--- src/rtl/can_rt_pkg.sv ---
`timescale 1ns/1ps
package can_rt_pkg;
    // Window selector values held in the control register
    typedef enum logic {
        WIN_STATUS = 1'b0,
        WIN_CONFIG = 1'b1
    } win_e;

    // Control register and the first table/flag register of each window
    localparam int unsigned CTRL_ADDR = 0;
    localparam int unsigned CFG_BASE  = 1;
    localparam int unsigned STAT_BASE = 1;
endpackage

--- src/rtl/can_rt_cfg.sv ---
`timescale 1ns/1ps
module can_rt_cfg #(
    parameter int unsigned NFILT  = 16,
    parameter int unsigned PTR_W  = 4,
    parameter int unsigned MSEL_W = 2,
    parameter int unsigned REG_W  = 16,
    parameter int unsigned ADDR_W = 4,
    parameter int unsigned BASE   = 1
) (
    input  logic                     clk,
    input  logic                     rst_n,
    input  logic                     win_on,
    input  logic                     wr_en,
    input  logic [ADDR_W-1:0]        addr,
    input  logic [REG_W-1:0]         wdata,
    input  logic [$clog2(NFILT)-1:0] lk_filt,
    output logic [MSEL_W-1:0]        lk_mask,
    output logic [PTR_W-1:0]         lk_ptr,
    output logic [REG_W-1:0]         rdata
);
    localparam int unsigned MS_PER  = REG_W / MSEL_W;
    localparam int unsigned PT_PER  = REG_W / PTR_W;
    localparam int unsigned MS_REGS = (NFILT + MS_PER - 1) / MS_PER;
    localparam int unsigned PT_REGS = (NFILT + PT_PER - 1) / PT_PER;
    localparam int unsigned PT_BASE = BASE + MS_REGS;

    typedef struct packed {
        logic [MS_REGS-1:0][REG_W-1:0] ms;
        logic [PT_REGS-1:0][REG_W-1:0] pt;
    } cfg_t;

    cfg_t cfg_q, cfg_d;

    // Register images, host side
    always_comb begin
        cfg_d = cfg_q;
        rdata = '0;
        for (int r = 0; r < int'(MS_REGS); r++) begin
            if (win_on && addr == ADDR_W'(BASE + r)) begin
                rdata = cfg_q.ms[r];
                if (wr_en) cfg_d.ms[r] = wdata;
            end
        end
        for (int r = 0; r < int'(PT_REGS); r++) begin
            if (win_on && addr == ADDR_W'(PT_BASE + r)) begin
                rdata = cfg_q.pt[r];
                if (wr_en) cfg_d.pt[r] = wdata;
            end
        end
    end

    always_ff @(posedge clk) begin
        if (!rst_n) cfg_q <= '0;
        else        cfg_q <= cfg_d;
    end

    // Per-filter view of the packed registers
    logic [MSEL_W-1:0] msel_f [NFILT];
    logic [PTR_W-1:0]  ptr_f  [NFILT];

    for (genvar k = 0; k < int'(NFILT); k++) begin : g_filt
        assign msel_f[k] = cfg_q.ms[k / MS_PER][(k % MS_PER) * MSEL_W +: MSEL_W];
        assign ptr_f[k]  = cfg_q.pt[k / PT_PER][(k % PT_PER) * PTR_W +: PTR_W];
    end

    assign lk_mask = msel_f[lk_filt];
    assign lk_ptr  = ptr_f[lk_filt];

    // Tables move only on a host write inside the configuration window
    assert_cfg_hold_R6: assert property (@(posedge clk) disable iff (!rst_n)
        !(win_on && wr_en) |=> $stable(cfg_q));
endmodule

--- src/rtl/can_rt_stat.sv ---
`timescale 1ns/1ps
module can_rt_stat #(
    parameter int unsigned NBUF   = 32,
    parameter int unsigned PTR_W  = 4,
    parameter int unsigned REG_W  = 16,
    parameter int unsigned ADDR_W = 4,
    parameter int unsigned ID_W   = 29,
    parameter int unsigned BASE   = 1
) (
    input  logic                     clk,
    input  logic                     rst_n,
    input  logic                     win_on,
    input  logic                     wr_en,
    input  logic [ADDR_W-1:0]        addr,
    input  logic [REG_W-1:0]         wdata,
    input  logic                     hit_valid,
    input  logic [PTR_W-1:0]         hit_ptr,
    input  logic [ID_W-1:0]          hit_id,
    output logic                     store_en,
    output logic [$clog2(NBUF)-1:0]  store_buf,
    output logic [ID_W-1:0]          store_id,
    output logic [REG_W-1:0]         rdata
);
    localparam int unsigned BUF_W   = $clog2(NBUF);
    localparam int unsigned ST_REGS = NBUF / REG_W;
    localparam int unsigned OV_BASE = BASE + ST_REGS;

    typedef struct packed {
        logic [NBUF-1:0]  full;
        logic [NBUF-1:0]  ovf;
        logic             st_en;
        logic [BUF_W-1:0] st_buf;
        logic [ID_W-1:0]  st_id;
    } stat_t;

    stat_t st_q, st_d;
    logic [BUF_W-1:0] tgt;

    assign tgt = BUF_W'(hit_ptr);

    always_comb begin
        st_d       = st_q;
        st_d.st_en = 1'b0;
        rdata      = '0;
        // host side first: read, and clear-by-zero
        for (int r = 0; r < int'(ST_REGS); r++) begin
            if (win_on && addr == ADDR_W'(BASE + r)) begin
                rdata = st_q.full[r*REG_W +: REG_W];
                if (wr_en) st_d.full[r*REG_W +: REG_W] = st_q.full[r*REG_W +: REG_W] & wdata;
            end
            if (win_on && addr == ADDR_W'(OV_BASE + r)) begin
                rdata = st_q.ovf[r*REG_W +: REG_W];
                if (wr_en) st_d.ovf[r*REG_W +: REG_W] = st_q.ovf[r*REG_W +: REG_W] & wdata;
            end
        end
        // hardware set comes later so it overrides a same-cycle clear
        if (hit_valid) begin
            if (st_q.full[tgt]) begin
                st_d.ovf[tgt] = 1'b1;
            end else begin
                st_d.full[tgt] = 1'b1;
                st_d.st_en     = 1'b1;
                st_d.st_buf    = tgt;
                st_d.st_id     = hit_id;
            end
        end
    end

    always_ff @(posedge clk) begin
        if (!rst_n) st_q <= '0;
        else        st_q <= st_d;
    end

    assign store_en  = st_q.st_en;
    assign store_buf = st_q.st_buf;
    assign store_id  = st_q.st_id;

    assert_store_marks_full_R8: assert property (@(posedge clk) disable iff (!rst_n)
        st_q.st_en |-> st_q.full[st_q.st_buf]);

    assert_store_needs_hit_R8: assert property (@(posedge clk) disable iff (!rst_n)
        !hit_valid |=> !st_q.st_en);

    assert_drop_on_full_R9: assert property (@(posedge clk) disable iff (!rst_n)
        (hit_valid && st_q.full[tgt]) |=> (!st_q.st_en && st_q.ovf[$past(tgt)]));

    assert_ovf_sticky_R10: assert property (@(posedge clk) disable iff (!rst_n)
        !(win_on && wr_en) |=> ((st_q.ovf & $past(st_q.ovf)) == $past(st_q.ovf)));
endmodule

--- src/rtl/can_rx_route.sv ---
`timescale 1ns/1ps
module can_rx_route #(
    parameter int unsigned NFILT  = 16,
    parameter int unsigned NBUF   = 32,
    parameter int unsigned PTR_W  = 4,
    parameter int unsigned MSEL_W = 2,
    parameter int unsigned REG_W  = 16,
    parameter int unsigned ADDR_W = 4,
    parameter int unsigned ID_W   = 29
) (
    input  logic                     clk,
    input  logic                     rst_n,
    input  logic                     hit_valid,
    input  logic [$clog2(NFILT)-1:0] hit_filt,
    input  logic [ID_W-1:0]          hit_id,
    output logic [MSEL_W-1:0]        mask_idx,
    output logic                     mask_none,
    output logic                     store_en,
    output logic [$clog2(NBUF)-1:0]  store_buf,
    output logic [ID_W-1:0]          store_id,
    input  logic [ADDR_W-1:0]        reg_addr,
    input  logic                     reg_we,
    input  logic [REG_W-1:0]         reg_wdata,
    output logic [REG_W-1:0]         reg_rdata
);
    import can_rt_pkg::*;

    localparam int unsigned STAT_TOP = STAT_BASE + 2 * (NBUF / REG_W) - 1;

    typedef struct packed {
        win_e win;
    } ctl_t;

    ctl_t ctl_q, ctl_d;
    logic [REG_W-1:0] ctl_rd, cfg_rd, st_rd;
    logic [PTR_W-1:0] route_ptr;
    logic             cfg_on, st_on;

    always_comb begin
        ctl_d  = ctl_q;
        ctl_rd = '0;
        if (reg_addr == ADDR_W'(CTRL_ADDR)) begin
            ctl_rd[0] = ctl_q.win;
            if (reg_we) ctl_d.win = win_e'(reg_wdata[0]);
        end
    end

    always_ff @(posedge clk) begin
        if (!rst_n) ctl_q <= '{win: WIN_STATUS};
        else        ctl_q <= ctl_d;
    end

    assign cfg_on = (ctl_q.win == WIN_CONFIG);
    assign st_on  = (ctl_q.win == WIN_STATUS);

    can_rt_cfg #(
        .NFILT(NFILT), .PTR_W(PTR_W), .MSEL_W(MSEL_W),
        .REG_W(REG_W), .ADDR_W(ADDR_W), .BASE(CFG_BASE)
    ) u_cfg (
        .clk(clk), .rst_n(rst_n), .win_on(cfg_on), .wr_en(reg_we),
        .addr(reg_addr), .wdata(reg_wdata), .lk_filt(hit_filt),
        .lk_mask(mask_idx), .lk_ptr(route_ptr), .rdata(cfg_rd)
    );

    can_rt_stat #(
        .NBUF(NBUF), .PTR_W(PTR_W), .REG_W(REG_W),
        .ADDR_W(ADDR_W), .ID_W(ID_W), .BASE(STAT_BASE)
    ) u_stat (
        .clk(clk), .rst_n(rst_n), .win_on(st_on), .wr_en(reg_we),
        .addr(reg_addr), .wdata(reg_wdata), .hit_valid(hit_valid),
        .hit_ptr(route_ptr), .hit_id(hit_id), .store_en(store_en),
        .store_buf(store_buf), .store_id(store_id), .rdata(st_rd)
    );

    assign mask_none = (mask_idx == '1);
    assign reg_rdata = ctl_rd | cfg_rd | st_rd;

    assert_oow_read_zero_R6: assert property (@(posedge clk) disable iff (!rst_n)
        (st_on && reg_addr > ADDR_W'(STAT_TOP)) |-> reg_rdata == '0);

    assert_ctrl_upper_zero_R2: assert property (@(posedge clk) disable iff (!rst_n)
        (reg_addr == ADDR_W'(CTRL_ADDR)) |-> reg_rdata[REG_W-1:1] == '0);
endmodule

--- config.mk ---
export PLATFORM = sky130hd
export DESIGN_NAME = can_rx_route
export DESIGN_NICKNAME = d
export VERILOG_FILES = /design/src/rtl/can_rt_pkg.sv /design/src/rtl/can_rt_cfg.sv /design/src/rtl/can_rt_stat.sv /design/src/rtl/can_rx_route.sv
export SDC_FILE = /design/constraint.sdc
export NUM_CORES = 1
export LEC_CHECK = 0
export ABC_CLOCK_PERIOD_IN_PS = 3080
export CORE_MARGIN = 2
export CORE_UTILIZATION = 52
export DETAILED_ROUTE_END_ITERATION = 8
export GPL_TIMING_DRIVEN = 0
export PLACE_DENSITY = 0.8
export SLEW_MARGIN = 0
export SYNTH_ARGS = -nofsm -noshare
export SYNTH_HDL_FRONTEND = slang
export SYNTH_HIERARCHICAL = 1
export SYNTH_SLANG_ARGS = --single-unit
--- constraint.sdc ---
create_clock -name clk -period 3.08 [get_ports clk]
set_input_delay 0.308 -clock clk [delete_from_list [all_inputs] [get_ports clk]]
set_output_delay 0.308 -clock clk [all_outputs]
set_load 0.005 [all_outputs]
==> impl_metrics.ini <==
[route]
first_iter_violations = 1206
detailedRoute.firstPassIterationCount = 7
routed_wire_length_per_instance_um = 23.1
avgViaCountPerCell = 6.13
vias = 9493
wl_um = 35800
post-route-drc-count = 0
postRouteAntennaNets = 0

[worst_setup_path]
timing.critical_path.depth = 7
cp_slowest_stage_delay_ns = 0.49
worst_r2r_path_depth = 11
worst_r2r_startpoint = u_cfg/cfg_q[45]
cp-startpoint = cfg_on
peak_fanout_along_the_critical_path = 10
worstReg2RegEnd = u_stat/store_buf[0]
worstSetupPathType = register to output pin
worstPathCellList = buf_4, and4b_1, buf_2, a21oi_1, o22ai_1, or2_2, clkdlybuf4s50_1
timing.critical_path.max_delay_family = buffers and inverters
worstPathRequired_ns = 2.77
critical_path.n_buffers_inverters = 3
worst_setup_path_start_kind = register
r2r_slack_ns = 0.15
setup.worst_path.end = reg_rdata[6]
worst_path_max_delay_cell = sky130_fd_sc_hd__clkdlybuf4s50_1
endpoint_kind = output pin
arrival_time_of_data_at_the_critical_path_endpoint_ns = 2.80

[place]
place.detailed.hpwl_um = 25900
gp_congestion = 1.07
preCtsSetupSlack_ns = -0.947
io_buffers = 107

[yosys]
synth_mux_area_share_pct = 19.3
synth_fa_ha_area_share_pct = 0
area_share_of_and_or_nand_nor_cells_after_synthesis_pct = 19.8
ys_ff_latch = 195
synthesis.area_per_instance_sq_um = 9.06
compound_gate_portion_of_the_synthesized_area_pct = 16.0
syn-instance-count = 1143
synth_seq_area_share_pct = 37.7
ys_top_cells_by_area = sky130_fd_sc_hd__dfxtp_1 38%, sky130_fd_sc_hd__mux2i_1 13%, sky130_fd_sc_hd__mux4_2 6.3%
synth_xor_xnor_area_share_pct = 0
postSynth.asyncResetShare_pct = 0
yosysTopAreaCellShare_pct = 37.7
largest_family_of_logic_cells_by_synthesized_area = simple AND/OR/NAND/NOR gates
synth_warnings = 6
yosysTopAreaCell = sky130_fd_sc_hd__dfxtp_1
synth.distinct_cells = 52
dominantRegCellSynth = sky130_fd_sc_hd__dfxtp_1
syn_area_sq_um = 10400
synth_edf_count = 0
syn_nets = 1200

[floorplanning]
floorplan.initialDensity_pct = 53.1
io_pins = 111
floorplan.die.width_um = 145
floorplan.core_area_sq_um = 19500
rows = 51
floorplan.die_area_sq_um = 21100
vertical_extent_of_the_die_um = 145

[hold_path]
hold_path.class = input pin to register

[sta]
worstMarginPinSlew_ns = 0.765
timing.final.crit_period_ns = 3.11
timing.final.hold_violations = 0
achievable-frequency_mhz = 321
final.setup.tns_ns = -0.0432
grt_setup_unrepaired = yes
finalClockSkew_ns = 0.0138
setup_slack_ns = -0.0322
final-max-slew-violation-count = 0
fin_crit_sh_pct = 101
hold_ws_ns = 0.413
setup_viol = 2
timing.slew.headroom_pct = 48.8

[finish]
antenna_cells_inserted = 0
finish.net_count = 1328
finalCoreUtilization_pct = 65.3
drive_above_1_share_pct = 16.2
layout-area-overhead-vs-synth_pct = 23.2

[power_and_ir_drop]
leakagePower_nw = 4.87
power.total_mw = 5.51
power_density_nw_per_um2 = 432
ir_drop_uv = 347

[global_routing]
antenna_found_initial = 0
first_global_vias = 8963
grt_util_all_layers_pct = 33.3
grt_remaining_overflow = 0
maximum_number_of_pins_on_one_net_before_global_route_repair = 21
grt_pass1_wl_um = 53700

[clock_tree]
insertion_delay_of_the_later_clocked_pin_in_the_worst_skew_pair_ns = 0.44
ctsHtreeMaxLevel = 4
clk_pin_slew_ns = 0.08
numClockSinks = 195
cts-root-to-sink-buffers = 2
cts.root.buffer_cell = sky130_fd_sc_hd__clkbuf_16
cts_inserted_buffers = 17
cts_tree = built

[job]
maxCapViolCount = 0

[status]
violations = setup timing
status = complete, but fails checks
[power breakdown]
part           internal [mW]  switching (mW)  total [mW]
Combinational          0.301           0.326       0.627
Clock                   1.17            1.15        2.32
Sequential              2.55          0.0157        2.56
Total                   4.02            1.49        5.51
[synth_stat cells, types with 3 or more instances]
cell type / number
sky130_fd_sc_hd__nor2b_1: 102
sky130_fd_sc_hd__buf_2: 14
sky130_fd_sc_hd__nand3b_1: 6
sky130_fd_sc_hd__buf_4: 42
sky130_fd_sc_hd__a21boi_0: 46
sky130_fd_sc_hd__or3_1: 3
sky130_fd_sc_hd__and3_1: 3
sky130_fd_sc_hd__o21a_1: 32
sky130_fd_sc_hd__mux2i_1: 135
sky130_fd_sc_hd__buf_6: 5
sky130_fd_sc_hd__nand3_1: 10
sky130_fd_sc_hd__a22oi_1: 12
sky130_fd_sc_hd__a21oi_1: 80
sky130_fd_sc_hd__or2_2: 20
sky130_fd_sc_hd__a21boi_1: 3
sky130_fd_sc_hd__and2_1: 5
sky130_fd_sc_hd__buf_1: 4
sky130_fd_sc_hd__clkbuf_1: 59
sky130_fd_sc_hd__nand2b_1: 17
sky130_fd_sc_hd__nor2_1: 41
sky130_fd_sc_hd__dfxtp_1: 195
sky130_fd_sc_hd__nand4_1: 5
sky130_fd_sc_hd__buf_12: 3
sky130_fd_sc_hd__o21ai_0: 29
sky130_fd_sc_hd__o22ai_1: 29
sky130_fd_sc_hd__nor3_1: 3
sky130_fd_sc_hd__a221oi_1: 16
sky130_fd_sc_hd__nand2_1: 166
sky130_fd_sc_hd__mux4_2: 29
[flip-flops by register name, summed over array words and instances, names as in the netlist]
name	cells
cfg_on	1
u_stat/store_en	1
u_stat/store_id	29
u_cfg/cfg_q	96
u_stat/st_q	64
u_stat/store_buf	4
[per-layer routing]
metal,vias up,share of wire [%],GRT usage [%],routed length (um)
met1,4580,42,46.9,15200
met5,-,0,0,0
met3,97,11,7.86,3810
met4,0,3.4,12.5,1240
li1,4226,-,-,-
met2,590,44,49.6,15600
[layout make-up]
class                      count  area (sq um)
fill                        1639          6770
multi-input combinational    820          5930
sequential                   195          3910
timing repair buffer         111          1120
buffer                       125           843
clock buffer                  17           425
tap                          265           332
clock inverter                15           191
inverter                       1          3.75
[stage by stage]
stage	instance area (sq um)	instances
after floorplan	10400	1143
after global placement	11800	1515
after detailed placement	11800	1515
after CTS	12600	1549
after global routing	12800	1549
final	12800	1549
[how the worst min path moves through the flow]
stage / depth (start not counted) / end / slack [ns] / startpoint
finish: 3 / u_stat/store_id[9] / 0.41 / hit_id[9]
CTS: 3 / u_stat/store_id[9] / 0.41 / hit_id[9]
global route: 3 / u_stat/store_id[6] / 0.42 / hit_id[6]
detailed placement: 2 / u_stat/st_q[83] / 0.42 / u_stat/st_q[83]
global placement: 2 / u_stat/st_q[85] / 0.42 / u_stat/st_q[85]
floorplan: 2 / u_stat/st_q[83] / 0.41 / u_stat/st_q[83]
[kinds of logic (layout without fill, tap and decap cells)]
logic type | count (synthesis) | after routing
AND/OR/NAND/NOR | 399 | 399
other | 1 | 1
AO/OA/AOI/OAI | 256 | 256
flip-flops | 195 | 195
buffers and inverters | 128 | 269
multiplexers | 164 | 164
[worst reg2reg max path, stage by stage (launching register included)]
cell and delay [ns]:
sky130_fd_sc_hd__dfxtp_1 0.38, sky130_fd_sc_hd__mux4_2 0.49, sky130_fd_sc_hd__a22oi_1 0.18, sky130_fd_sc_hd__nand2_1 0.15, sky130_fd_sc_hd__buf_6 0.19, sky130_fd_sc_hd__mux2i_1 0.15, sky130_fd_sc_hd__mux4_2 0.50, sky130_fd_sc_hd__buf_6 0.16
sky130_fd_sc_hd__a22oi_4 0.14, sky130_fd_sc_hd__buf_12 0.15, sky130_fd_sc_hd__buf_12 0.14, sky130_fd_sc_hd__mux2i_1 0.21
[what timing repair did]
action	in CTS	in global routing
gates resized for setup	63	42
setup endpoints to repair	57	57
gates cloned	0	0
pin swaps	3	4
hold buffers	0	0
setup buffers	3	1
[layout by cell type, fill, tap and decap left out, drive strengths merged, types with 20 or more instances in the layout]
| master | instances |
|---|---|
| or2 | 20 |
| nand2 | 166 |
| mux2i | 135 |
| o22ai | 29 |
| nor2 | 41 |
| nor2b | 102 |
| a21oi | 80 |
| a21boi | 49 |
| o21a | 32 |
| mux4 | 29 |
| o21ai | 29 |
| clkdlybuf4s50 | 99 |
| dfxtp | 195 |
| clkbuf | 71 |
| buf | 75 |
Power figures use the tool's default switching activity.
